<file path="config.mk">
export PLATFORM = sky130hd
export DESIGN_NAME = dapsg_core
export DESIGN_NICKNAME = d
export VERILOG_FILES = /design/src/rtl/dapsg_pkg.sv /design/src/rtl/dapsg_table.sv /design/src/rtl/dapsg_fold.sv /design/src/rtl/dapsg_core.sv
export SDC_FILE = /design/constraint.sdc
export NUM_CORES = 1
export LEC_CHECK = 0
export BUFFER_PORTS_ARGS = -buffer_cell sky130_fd_sc_hd__buf_2
export CORE_AREA = 2 2 39 41
export DETAILED_ROUTE_END_ITERATION = 8
export DIE_AREA = 0 0 41 43
export PLACE_DENSITY = 0.57
export SKIP_LAST_GASP = 1
export SLEW_MARGIN = 10
export SYNTH_ARGS = -nofsm -noshare
export SYNTH_HDL_FRONTEND = slang
export SYNTH_SLANG_ARGS = --single-unit
</file>
<file path="constraint.sdc">
create_clock -name vclk -period 2.85
set_input_delay 0 -clock vclk [all_inputs]
set_output_delay 0 -clock vclk [all_outputs]
set_load 0.05 [all_outputs]
</file>
<file path="src/rtl/dapsg_pkg.sv">
package dapsg_pkg;

   // upper bound on group size accepted by the generator
   localparam int unsigned DA_MAX_TAPS = 8;

   // structural form picked from the fold count
   typedef enum logic [1:0] {
      FORM_FULL_TABLE,
      FORM_SPLIT,
      FORM_MUX_ONLY
   } da_form_e;

   // output width that holds the sum of `taps` signed words of `cw` bits
   function automatic int unsigned psum_width(int unsigned cw, int unsigned taps);
      return cw + $clog2(taps);
   endfunction

   function automatic da_form_e form_of(int unsigned levels, int unsigned taps);
      if (levels == 0)
         return FORM_FULL_TABLE;
      else if (levels >= taps)
         return FORM_MUX_ONLY;
      else
         return FORM_SPLIT;
   endfunction

endpackage

</file>
<file path="src/rtl/dapsg_table.sv">
// Constant word table over the low IDX_W address bits; words fixed at elaboration.
module dapsg_table #(
   parameter int unsigned IDX_W  = 3,
   parameter int unsigned COEF_W = 12,
   parameter int unsigned SUM_W  = 14,
   parameter logic [IDX_W*COEF_W-1:0] COEFS_LO = '0
) (
   input  logic [IDX_W-1:0]        idx_i,
   output logic signed [SUM_W-1:0] word_o
);

   localparam int unsigned DEPTH = 2 ** IDX_W;

   if (IDX_W < 1 || IDX_W > dapsg_pkg::DA_MAX_TAPS) begin : g_bad_idx
      $error("dapsg_table: IDX_W out of range");
   end

   function automatic logic signed [SUM_W-1:0] word_for(int unsigned idx);
      logic signed [SUM_W-1:0]  acc;
      logic signed [COEF_W-1:0] c;
      acc = '0;
      for (int j = 0; j < IDX_W; j++) begin
         c = COEFS_LO[j*COEF_W +: COEF_W];
         if (idx[j])
            acc = acc + SUM_W'(c);
      end
      return acc;
   endfunction

   logic signed [SUM_W-1:0] rom [DEPTH];

   for (genvar w = 0; w < DEPTH; w++) begin : g_word
      localparam logic signed [SUM_W-1:0] WORD = word_for(w);
      assign rom[w] = WORD;
   end

   assign word_o = rom[idx_i];

endmodule

</file>
<file path="src/rtl/dapsg_fold.sv">
// One fold stage: select zero or the stage coefficient, then add it to the incoming sum.
module dapsg_fold #(
   parameter int unsigned COEF_W = 12,
   parameter int unsigned SUM_W  = 14,
   parameter logic signed [COEF_W-1:0] COEF = '0
) (
   input  logic                    sel_i,
   input  logic signed [SUM_W-1:0] part_i,
   output logic signed [SUM_W-1:0] part_o
);

   if (SUM_W < COEF_W) begin : g_bad_w
      $error("dapsg_fold: SUM_W narrower than COEF_W");
   end

   localparam logic signed [SUM_W-1:0] COEF_EXT = SUM_W'(COEF);

   logic signed [SUM_W-1:0] addend;

   always_comb begin
      addend = sel_i ? COEF_EXT : '0;
      part_o = part_i + addend;
   end

endmodule

</file>
<file path="src/rtl/dapsg_core.sv">
// Partial-sum generator for one tap group: table over low bits, fold stages for the top LEVELS bits.
module dapsg_core
   import dapsg_pkg::*;
#(
   parameter int unsigned TAPS   = 4,
   parameter int unsigned COEF_W = 12,
   parameter int unsigned LEVELS = 1,
   parameter logic [TAPS*COEF_W-1:0] COEFS =
      {12'sd55, -12'sd48, 12'sd30, -12'sd10}
) (
   input  logic [TAPS-1:0]                                     tap_bits_i,
   output logic signed [dapsg_pkg::psum_width(COEF_W,TAPS)-1:0] psum_o
);

   localparam int unsigned SUM_W = psum_width(COEF_W, TAPS);
   localparam int unsigned TBITS = TAPS - LEVELS;
   localparam da_form_e    FORM  = form_of(LEVELS, TAPS);

   if (TAPS < 1 || TAPS > DA_MAX_TAPS) begin : g_bad_taps
      $error("dapsg_core: TAPS out of range");
   end
   if (LEVELS > TAPS) begin : g_bad_levels
      $error("dapsg_core: LEVELS exceeds TAPS");
   end
   if (COEF_W < 2) begin : g_bad_cw
      $error("dapsg_core: COEF_W too small");
   end

   logic signed [SUM_W-1:0] base_sum;
   logic signed [SUM_W-1:0] chain [LEVELS+1];

   // base: stored words for the low address bits, or zero when nothing is stored
   if (FORM == FORM_MUX_ONLY) begin : g_no_table
      assign base_sum = '0;
   end else begin : g_table
      dapsg_table #(
         .IDX_W   (TBITS),
         .COEF_W  (COEF_W),
         .SUM_W   (SUM_W),
         .COEFS_LO(COEFS[TBITS*COEF_W-1:0])
      ) u_table (
         .idx_i (tap_bits_i[TBITS-1:0]),
         .word_o(base_sum)
      );
   end

   assign chain[0] = base_sum;

   // fold stages, top address bit first
   for (genvar k = 0; k < LEVELS; k++) begin : g_fold
      localparam int unsigned BIT = TAPS - 1 - k;
      dapsg_fold #(
         .COEF_W(COEF_W),
         .SUM_W (SUM_W),
         .COEF  (COEFS[BIT*COEF_W +: COEF_W])
      ) u_fold (
         .sel_i (tap_bits_i[BIT]),
         .part_i(chain[k]),
         .part_o(chain[k+1])
      );
   end

   assign psum_o = chain[LEVELS];

endmodule

</file>
### Word-level counts from Yosys, hierarchy flattened

Memories as Yosys holds them, arrays and structs flattened.
Cells that the tools add are included.

| storage, ports and cells | value |
|---|---|
| bits in registers | 0 |
| memory bits (read-only) | 112 |
| input bits | 4 |
| output and inout port bits | 14 |
| logic and storage cells | 7 |
| memories | 1 |

| operators by class | value |
|---|---|
| add/sub/neg operators | 1 |
| magnitude comparators | 1 |
| multiplexer cells | 3 |
| bitwise logic cells | 1 |

Memory list:

| memory | words | bits a word | read ports | clocked after Yosys merged registers in | wr ports | line | text |
|---|---|---|---|---|---|---|---|
| (name not given) | 8 | 14 | 1 | 0 | 0 | dapsg_table.sv:37 | `assign word_o = rom[idx_i];` |

Operators by type and width:

| kind | number |
|---|---|
| $mux W14 | 2 |
| $add A14 B14 Y14 | 1 |
| $mux W6 | 1 |
| $ge A4 B4 Y1 const B | 1 |
| $not A3 Y4 | 1 |

### Logic depth before layout (Yosys ltp)

Gate-level depths: netlist (run 1).

| logic depth | value |
|---|---|
| word-level depth | 5 |
| gate-level depth with buffers | 9 |
| depth with buffers taken out | 8 |

### By module

A second synthesis (run 1) with hierarchy kept.

| second synthesis, totals | value |
|---|---|
| cell total of the unflattened synthesis | 80 |
| area total of the unflattened synthesis | 604.3 um2 |

Modules (own cells, without submodules):

| module | times used | cells each | area an instance (um2) |
|---|---|---|---|
| dapsg_fold | 1 | 59 | 440.4 |
| dapsg_table | 1 | 21 | 163.9 |

### Least setup slack after synthesis (run 1)

Ideal clock, no wire load.

| timing path | value |
|---|---|
| path kind | input-to-output |
| start | input tap_bits_i[0] |
| end | output psum_o[13] (netlist bit) |
| arrival | 2625 ps |
| data required time | 2850 ps |
| setup slack | 225 ps |
| cell stages on the path | 9 |
| buffers on the path | 2 |
| path through | inv_1 > ha_1 > clkbuf_1 > ha_1 > inv_1 > fa_1 > o21bai_2 > a211oi_1 > buf_4 |

| between the ends | value |
|---|---|
| word-level cells in the longest chain between the ends | 5 |

Ends and longest elaborated chain:

| item | line | text |
|---|---|---|
| start: declaration | dapsg_core.sv:11 | `input logic [TAPS-1:0] tap_bits_i,` |
| $not A3 Y4 (implied by the code) | dapsg_table.sv:37 |  |
| $mem_v2 Z8 W14 | -- |  |
| $mux W14 (implied by the code) (2 in a row) | dapsg_table.sv:37 |  |
| $add A14 B14 Y14 | dapsg_fold.sv:22 | `part_o = part_i + addend;` |
| end: declaration | dapsg_core.sv:12 | `output logic signed [dapsg_pkg::psum_width(COEF_W,TAPS)-1:0] psum_o` |

No other way between the ends. The select of a mux whose other input is x is not followed.

### Final worst setup path (run 1)

| timing path | value |
|---|---|
| start | input tap_bits_i[1] |
| end | output psum_o[5] (netlist bit) |

Same word-level chain as after synthesis.

==> results of run 1 <==
-- through the flow --
step           area [µm²]  total power, mW
5_1_grt               392            0.194
6_report              392            0.181
4_1_cts               392            0.183
3_5_place_dp          392            0.183
3_3_place_gp          392            0.182
2_1_floorplan         312            0.155
-- how the worst max path moves through the flow --
stage,from,endpoint,slack (ns),depth (start not counted)
final,tap_bits_i[1],psum_o[5],1.12,9
after global placement,tap_bits_i[0],psum_o[5],1.14,9
after CTS,tap_bits_i[0],psum_o[5],1.12,9
after detailed placement,tap_bits_i[0],psum_o[5],1.12,9
after floorplan,tap_bits_i[0],psum_o[13],0.23,9
after global routing,tap_bits_i[1],psum_o[5],0.99,9
-- cells in the mapped netlist --
cell | n | area, µm²
o21ai_2 | 1 | 8.76
mux2_2 | 1 | 11.3
o21ai_0 | 1 | 5.00
inv_1 | 6 | 22.5
a211oi_1 | 3 | 22.5
xor2_1 | 2 | 17.5
nand3_2 | 1 | 10.0
nand2_1 | 2 | 7.51
nor2b_1 | 1 | 6.26
clkbuf_1 | 2 | 7.51
nor2_1 | 3 | 11.3
xnor2_1 | 2 | 17.5
buf_4 | 3 | 22.5
a21oi_1 | 2 | 10.0
o21bai_2 | 1 | 11.3
fa_1 | 1 | 20.0
ha_1 | 8 | 100
-- where the power goes --
part | total [mW] | leakage, nW | switching (mW) | internal (mW)
Clock | 0 | 0 | 0 | 0
Sequential | 0 | 0 | 0 | 0
Combinational | 0.181 | 0.214 | 0.139 | 0.0423
Total | 0.181 | 0.214 | 0.139 | 0.0423
-- cells in the final DEF (no fill, tap or decap), drive strengths merged --
master,n
mux2,1
nor2,3
xor2,2
xnor2,2
nor2b,1
a21oi,2
a211oi,3
nand2,2
fa,1
ha,8
buf,18
o21ai,2
inv,6
nand3,1
o21bai,1
-- routing by layer --
| metal | track usage [%] | vias to the layer above |
|---|---|---|
| met1 | 9.84 | 131 |
| met3 | 0 | 0 |
| met4 | 0 | 0 |
| li1 | - | 156 |
| met2 | 10.9 | 7 |
| met5 | 0 | - |
-- area by class of cell --
cell class	instances	share of cell area, %
multi-input combinational	29	66.1
timing repair buffer	18	23.0
inverter	6	5.75
tap	16	5.11
-- cells by family after synthesis --
| kind of cell | Yosys count | share of synthesized area (%) |
|---|---|---|
| buf+inv | 11 | 16.9 |
| fa+ha+maj | 9 | 38.6 |
| simple gates | 7 | 11.2 |
| mux | 1 | 3.61 |
| xor+xnor | 4 | 11.2 |
| compound gates | 8 | 18.5 |
==> results.cfg, run 1 <==
[sta]
hold_slack_ns = 0.350
finalCritPeriodShare_pct = 60.5
report.final.slew_viol_count = 0
fin_tns_setup_ns = 0
relSlewSlack_pct = 74.4
setup_ws_ns = 1.12
rsz0062_at_grt = false
worst_slew_pin_slew_ns = 0.383
fmax_mhz = 580
final.min_clock_period_ns = 1.73
finalSetupViolCount = 0
hold_violations = 0

[finish]
fin_cells = 69
fillCellCount = 164
ff_latch_area_um2 = 0
area_delta_synth_final_pct = 25.7
layout-drive-gt1-share_pct = 41.5
clkbuf_count = 0
numSequentialCells = 0
nNetsFinal = 68
diodes = 0
multi_input_area_um2 = 259
post-route-util_pct = 28.3

[clock_network]
cts_resized = 0
cts_setup_buffers = 0
holdBufCountCts = 0

[min_path]
min_to = psum_o[0]
worstHoldStart = tap_bits_i[3]
min_path_type = in2out
hold-path-cell-count = 2

[power]
peakVddDrop_v = 0.000197
power-per-cell-area_nw_per_um2 = 462
p_leak_nw = 0.214

[die]
coreArea_um2 = 1380
die_h_um = 43
rows = 14
die_area_um2 = 1760
die_w_um = 41
ioPinCount = 18
start_util_pct = 22.5

[detailed_routing]
route.detailed.drc = 0
top_layer = met3
routed-wl-met2_um = 267
ant_nets = 0
first_pass_iters = 1
via_per_inst = 4.26
drt-met1-wl_um = 247
first_iter_violations = 0
wl_per_cell_um = 7.81
routed_wl_um = 539
vias = 294
met3_length_um = 24

[yosys]
synth.cell_area_um2 = 312
avgSynthCellArea_um2 = 7.79
synth_nets = 53
yosysSeqAreaShare_pct = 0
yosysUniqueCellTypes = 17
synth_cells = 40
yosys_warnings = 0

[worst_setup_path]
cp-end-kind = primary output
cpPeakStageDelay_ns = 0.41
crit_chain = buf_2, inv_1, ha_1, ha_1, inv_1, fa_1, o21bai_2, xor2_1, buf_2
path_max_fanout = 4
critical_path_class = in2out
cp_num_buf_inv = 4
critPathRequiredTime_ns = 2.85
path_delay_family = adder cells
startpoint_type = input port
arrival_ns = 1.73
crit_slowest_cell = fa_1

[placement]
post-place-cells = 69
routabilityCongestion = 0.700
hpwl_um = 526
dp_slack_ns = 1.12
portBuffers = 18

[grt]
grt_pass1_vias = 236
grt_antenna_before_repair = 0
track_usage_pct = 6.60
grt_pass1_wl_um = 897
grt_max_degree = 7
gr-total-overflow = 0

[run]
maxCapViolations = 0

[outcome]
status = complete, no violations
Power figures use the tool's default switching activity.
==> inputs of run 2 (changes only) <==
Clock period 2.85 ns to 1.7 ns, I/O delays scaled along.
==> results.cfg, run 2 (synthesized netlist as in run 1, its figures left out) <==
[outcome]
status = complete, no violations

[sta]
report.final.slew_viol_count = 0
finalSetupViolCount = 0
rsz0062_at_grt = true
relSlewSlack_pct = 83.5
hold_violations = 0
fin_tns_setup_ns = 0
setup_ws_ns = 0.0746
final.min_clock_period_ns = 1.63
finalCritPeriodShare_pct = 95.6
worst_slew_pin_slew_ns = 0.249
fmax_mhz = 615
hold_slack_ns = 0.363

[finish]
nNetsFinal = 78
final_common_cell = buf_4
post-route-util_pct = 41.2
ff_latch_area_um2 = 0
layout-drive-gt1-share_pct = 66.7
fillCellCount = 145
numSequentialCells = 0
clkbuf_count = 0
diodes = 0
most-common-layout-cells = buf_4 (12), buf_2 (9), inv_1 (6), ha_1 (6), buf_6 (5)
fin_cells = 79
area_delta_synth_final_pct = 83.1
finish.instance_area_um2 = 571

[power]
power-per-cell-area_nw_per_um2 = 685
design_power_total_uw = 391
peakVddDrop_v = 0.000187
p_leak_nw = 0.284

[die]
start_util_pct = 22.5
rows = 14
coreArea_um2 = 1380
die_h_um = 43
die_w_um = 41
die_area_um2 = 1760
ioPinCount = 18

[grt]
track_usage_pct = 8.02
grtUsageMet2_pct = 14.4
grt_antenna_before_repair = 0
globalRouteMet3Util_pct = 0
grt-busiest-layer = met2
grt_pass1_vias = 264
gr-total-overflow = 0
grt_max_degree = 7
use_met1_pct = 10.9
grt_pass1_wl_mm = 1.06

[detailed_routing]
via_per_inst = 3.99
ant_nets = 0
wl_per_cell_um = 8.51
route.detailed.drc = 0
first_pass_iters = 2
vias = 315
routed_wl_um = 672
first_iter_violations = 1

[worst_setup_path]
cpPeakStageDelay_ns = 0.29
cp-end-kind = primary output
path_max_fanout = 3
critPathRequiredTime_ns = 1.70
startpoint_type = input port
critical_path_class = in2out
crit_chain = buf_2, inv_1, ha_1, mux2_2, ha_2, a21oi_1, o21ai_2, buf_4, nor2_4, buf_4
crit_slowest_cell = ha_2
arrival_ns = 1.63
path_common_cell = buf_4

[placement]
dp_slack_ns = -0.0343
post-place-cells = 78
routabilityCongestion = 0.692
portBuffers = 18
hpwl_um = 616
dpl_cell_area_um2 = 509

[run]
maxCapViolations = 0

[min_path]
min_path_type = in2out
run 2: power by group:
group / switching (mW) / total [mW] / internal, mW / leakage [nW]
Combinational: 0.257 / 0.391 / 0.134 / 0.284
Clock: 0 / 0 / 0 / 0
Sequential: 0 / 0 / 0 / 0
run 2: final cells by class:
| class | count | area [µm²] | area share, % |
|---|---|---|---|
| inverters | 6 | 22.5 | 3.95 |
| multi-input cells | 29 | 322 | 56.4 |
| well taps | 16 | 20.0 | 3.51 |
| repair buffers | 28 | 206 | 36.2 |
run 2: what timing repair did:
item	4_1_cts	5_1_grt
resized for setup	1	22
setup endpoints to repair	4	10
pin swaps	1	3
hold buffers	0	0
buffers inserted	0	1
run 2: worst max-delay path: cells and delay by family:
kind / cells / cell delay (ns)
mux: 1 / 0.27
compound gates: 2 / 0.28
simple gates: 1 / 0.10
fa+ha+maj: 2 / 0.48
buf+inv: 4 / 0.51
run 2: path summary, 6_finish.rpt:
path,start,to,depth (start not counted)
max,tap_bits_i[1],psum_o[8],10
min,tap_bits_i[3],psum_o[0],2
run 2: routing by layer:
metal / up-vias / routed length, µm
li1: 173 / -
met1: 131 / 286
met2: 11 / 332
met3: 0 / 53
met4: 0 / 0
met5: - / 0
==> inputs of run 3 (changes only) <==
Settings changed: PLACE_DENSITY 0.57 to 0.59.
Clock period 1.7 ns to 1.35 ns, I/O delays scaled along.
==> results.cfg, run 3 (synthesized netlist as in run 1, its figures left out) <==
[sta]
hold_violations = 0
rsz0062_at_grt = true
worst_slew_pin_slew_ns = 0.238
report.final.slew_viol_count = 0
fin_tns_setup_ns = -1.17
hold_slack_ns = 0.372
fmax_mhz = 659
setup_ws_ns = -0.167
finalCritPeriodShare_pct = 112
relSlewSlack_pct = 84.1
finalSetupViolCount = 10
final.min_clock_period_ns = 1.52

[placement]
portBuffers = 18
dp_slack_ns = -0.396
dpl_cell_area_um2 = 627
hpwl_um = 679
routabilityCongestion = 0.701

[grt]
gr-total-overflow = 0
grt_pass1_vias = 339
grt_antenna_before_repair = 0
grt_max_degree = 7
track_usage_pct = 10.6
grt_pass1_wl_mm = 1.40

[finish]
layout-drive-gt1-share_pct = 89.2
final_common_cell = buf_4
finish.instance_area_um2 = 817
nNetsFinal = 80
area_delta_synth_final_pct = 162
diodes = 0
clkbuf_count = 0
numSequentialCells = 0
fillCellCount = 119
most-common-layout-cells = buf_4 (11), buf_6 (9), ha_4 (6)
ff_latch_area_um2 = 0
post-route-util_pct = 59.0
multi_input_area_um2 = 465

[clock_network]
holdBufCountCts = 0
cts_setup_buffers = 0

[detailed_routing]
first_pass_iters = 1
routed_wl_um = 826
vias = 347
first_iter_violations = 0
via_per_inst = 4.28
ant_nets = 0
route.detailed.drc = 0
wl_per_cell_um = 10.2

[power]
p_leak_nw = 0.344
peakVddDrop_v = 0.000298
power-per-cell-area_nw_per_um2 = 774

[die]
die_area_um2 = 1760
coreArea_um2 = 1380
rows = 14
start_util_pct = 22.5
die_h_um = 43
die_w_um = 41
ioPinCount = 18

[worst_setup_path]
cpPeakStageDelay_ns = 0.38
critical_path_class = in2out
path_common_cell = ha_4
crit_slowest_cell = fa_2
crit_chain = buf_8, inv_8, ha_4, ha_4, inv_2, fa_2, o21bai_4, xor2_2, buf_6
startpoint_type = input port
path_delay_family = adder cells
cp_num_buf_inv = 4
arrival_ns = 1.52
path_max_fanout = 4
critPathRequiredTime_ns = 1.35
cp-end-kind = primary output

[outcome]
status = finished with violations
violations = negative setup slack

[min_path]
min_path_type = in2out

[run]
maxCapViolations = 0
==> run 3: per-layer routing <==
| layer | track usage [%] | routed length (µm) |
|---|---|---|
| met1 | 13.4 | 287 |
| met2 | 20.0 | 514 |
| met3 | 0 | 24 |
| met4 | 0 | 0 |
| met5 | 0 | 0 |
==> run 3: worst paths after layout <==
check / start / to / slack (ns) / depth (start not counted)
setup / recovery: tap_bits_i[0] / psum_o[5] / -0.17 / 9
hold / removal: tap_bits_i[3] / psum_o[0] / 0.37 / 2
==> run 3: timing repair <==
action                     in CTS  in global routing
setup endpoints to repair      12                 11
pin swaps                       9                 12
gates resized for setup        34                 15
==> run 3: layout make-up <==
class                      instances  area share (%)
timing repair buffer              30            35.4
tap                               16            2.45
inverter                           6            5.21
multi-input combinational         29            57.0
==> run 3: report_power, final <==
part           switching [mW]  total (mW)  leakage (nW)  internal, mW
sequential                  0           0             0             0
combinational           0.375       0.632         0.344         0.257
clock                       0           0             0             0
total                   0.375       0.632         0.344         0.257
==> run 3: through the flow <==
step,std cells,power (mW)
after floorplan,40,0.416
after global placement,81,0.507
after detailed placement,81,0.515
after CTS,81,0.602
after global routing,81,0.664
final,81,0.632
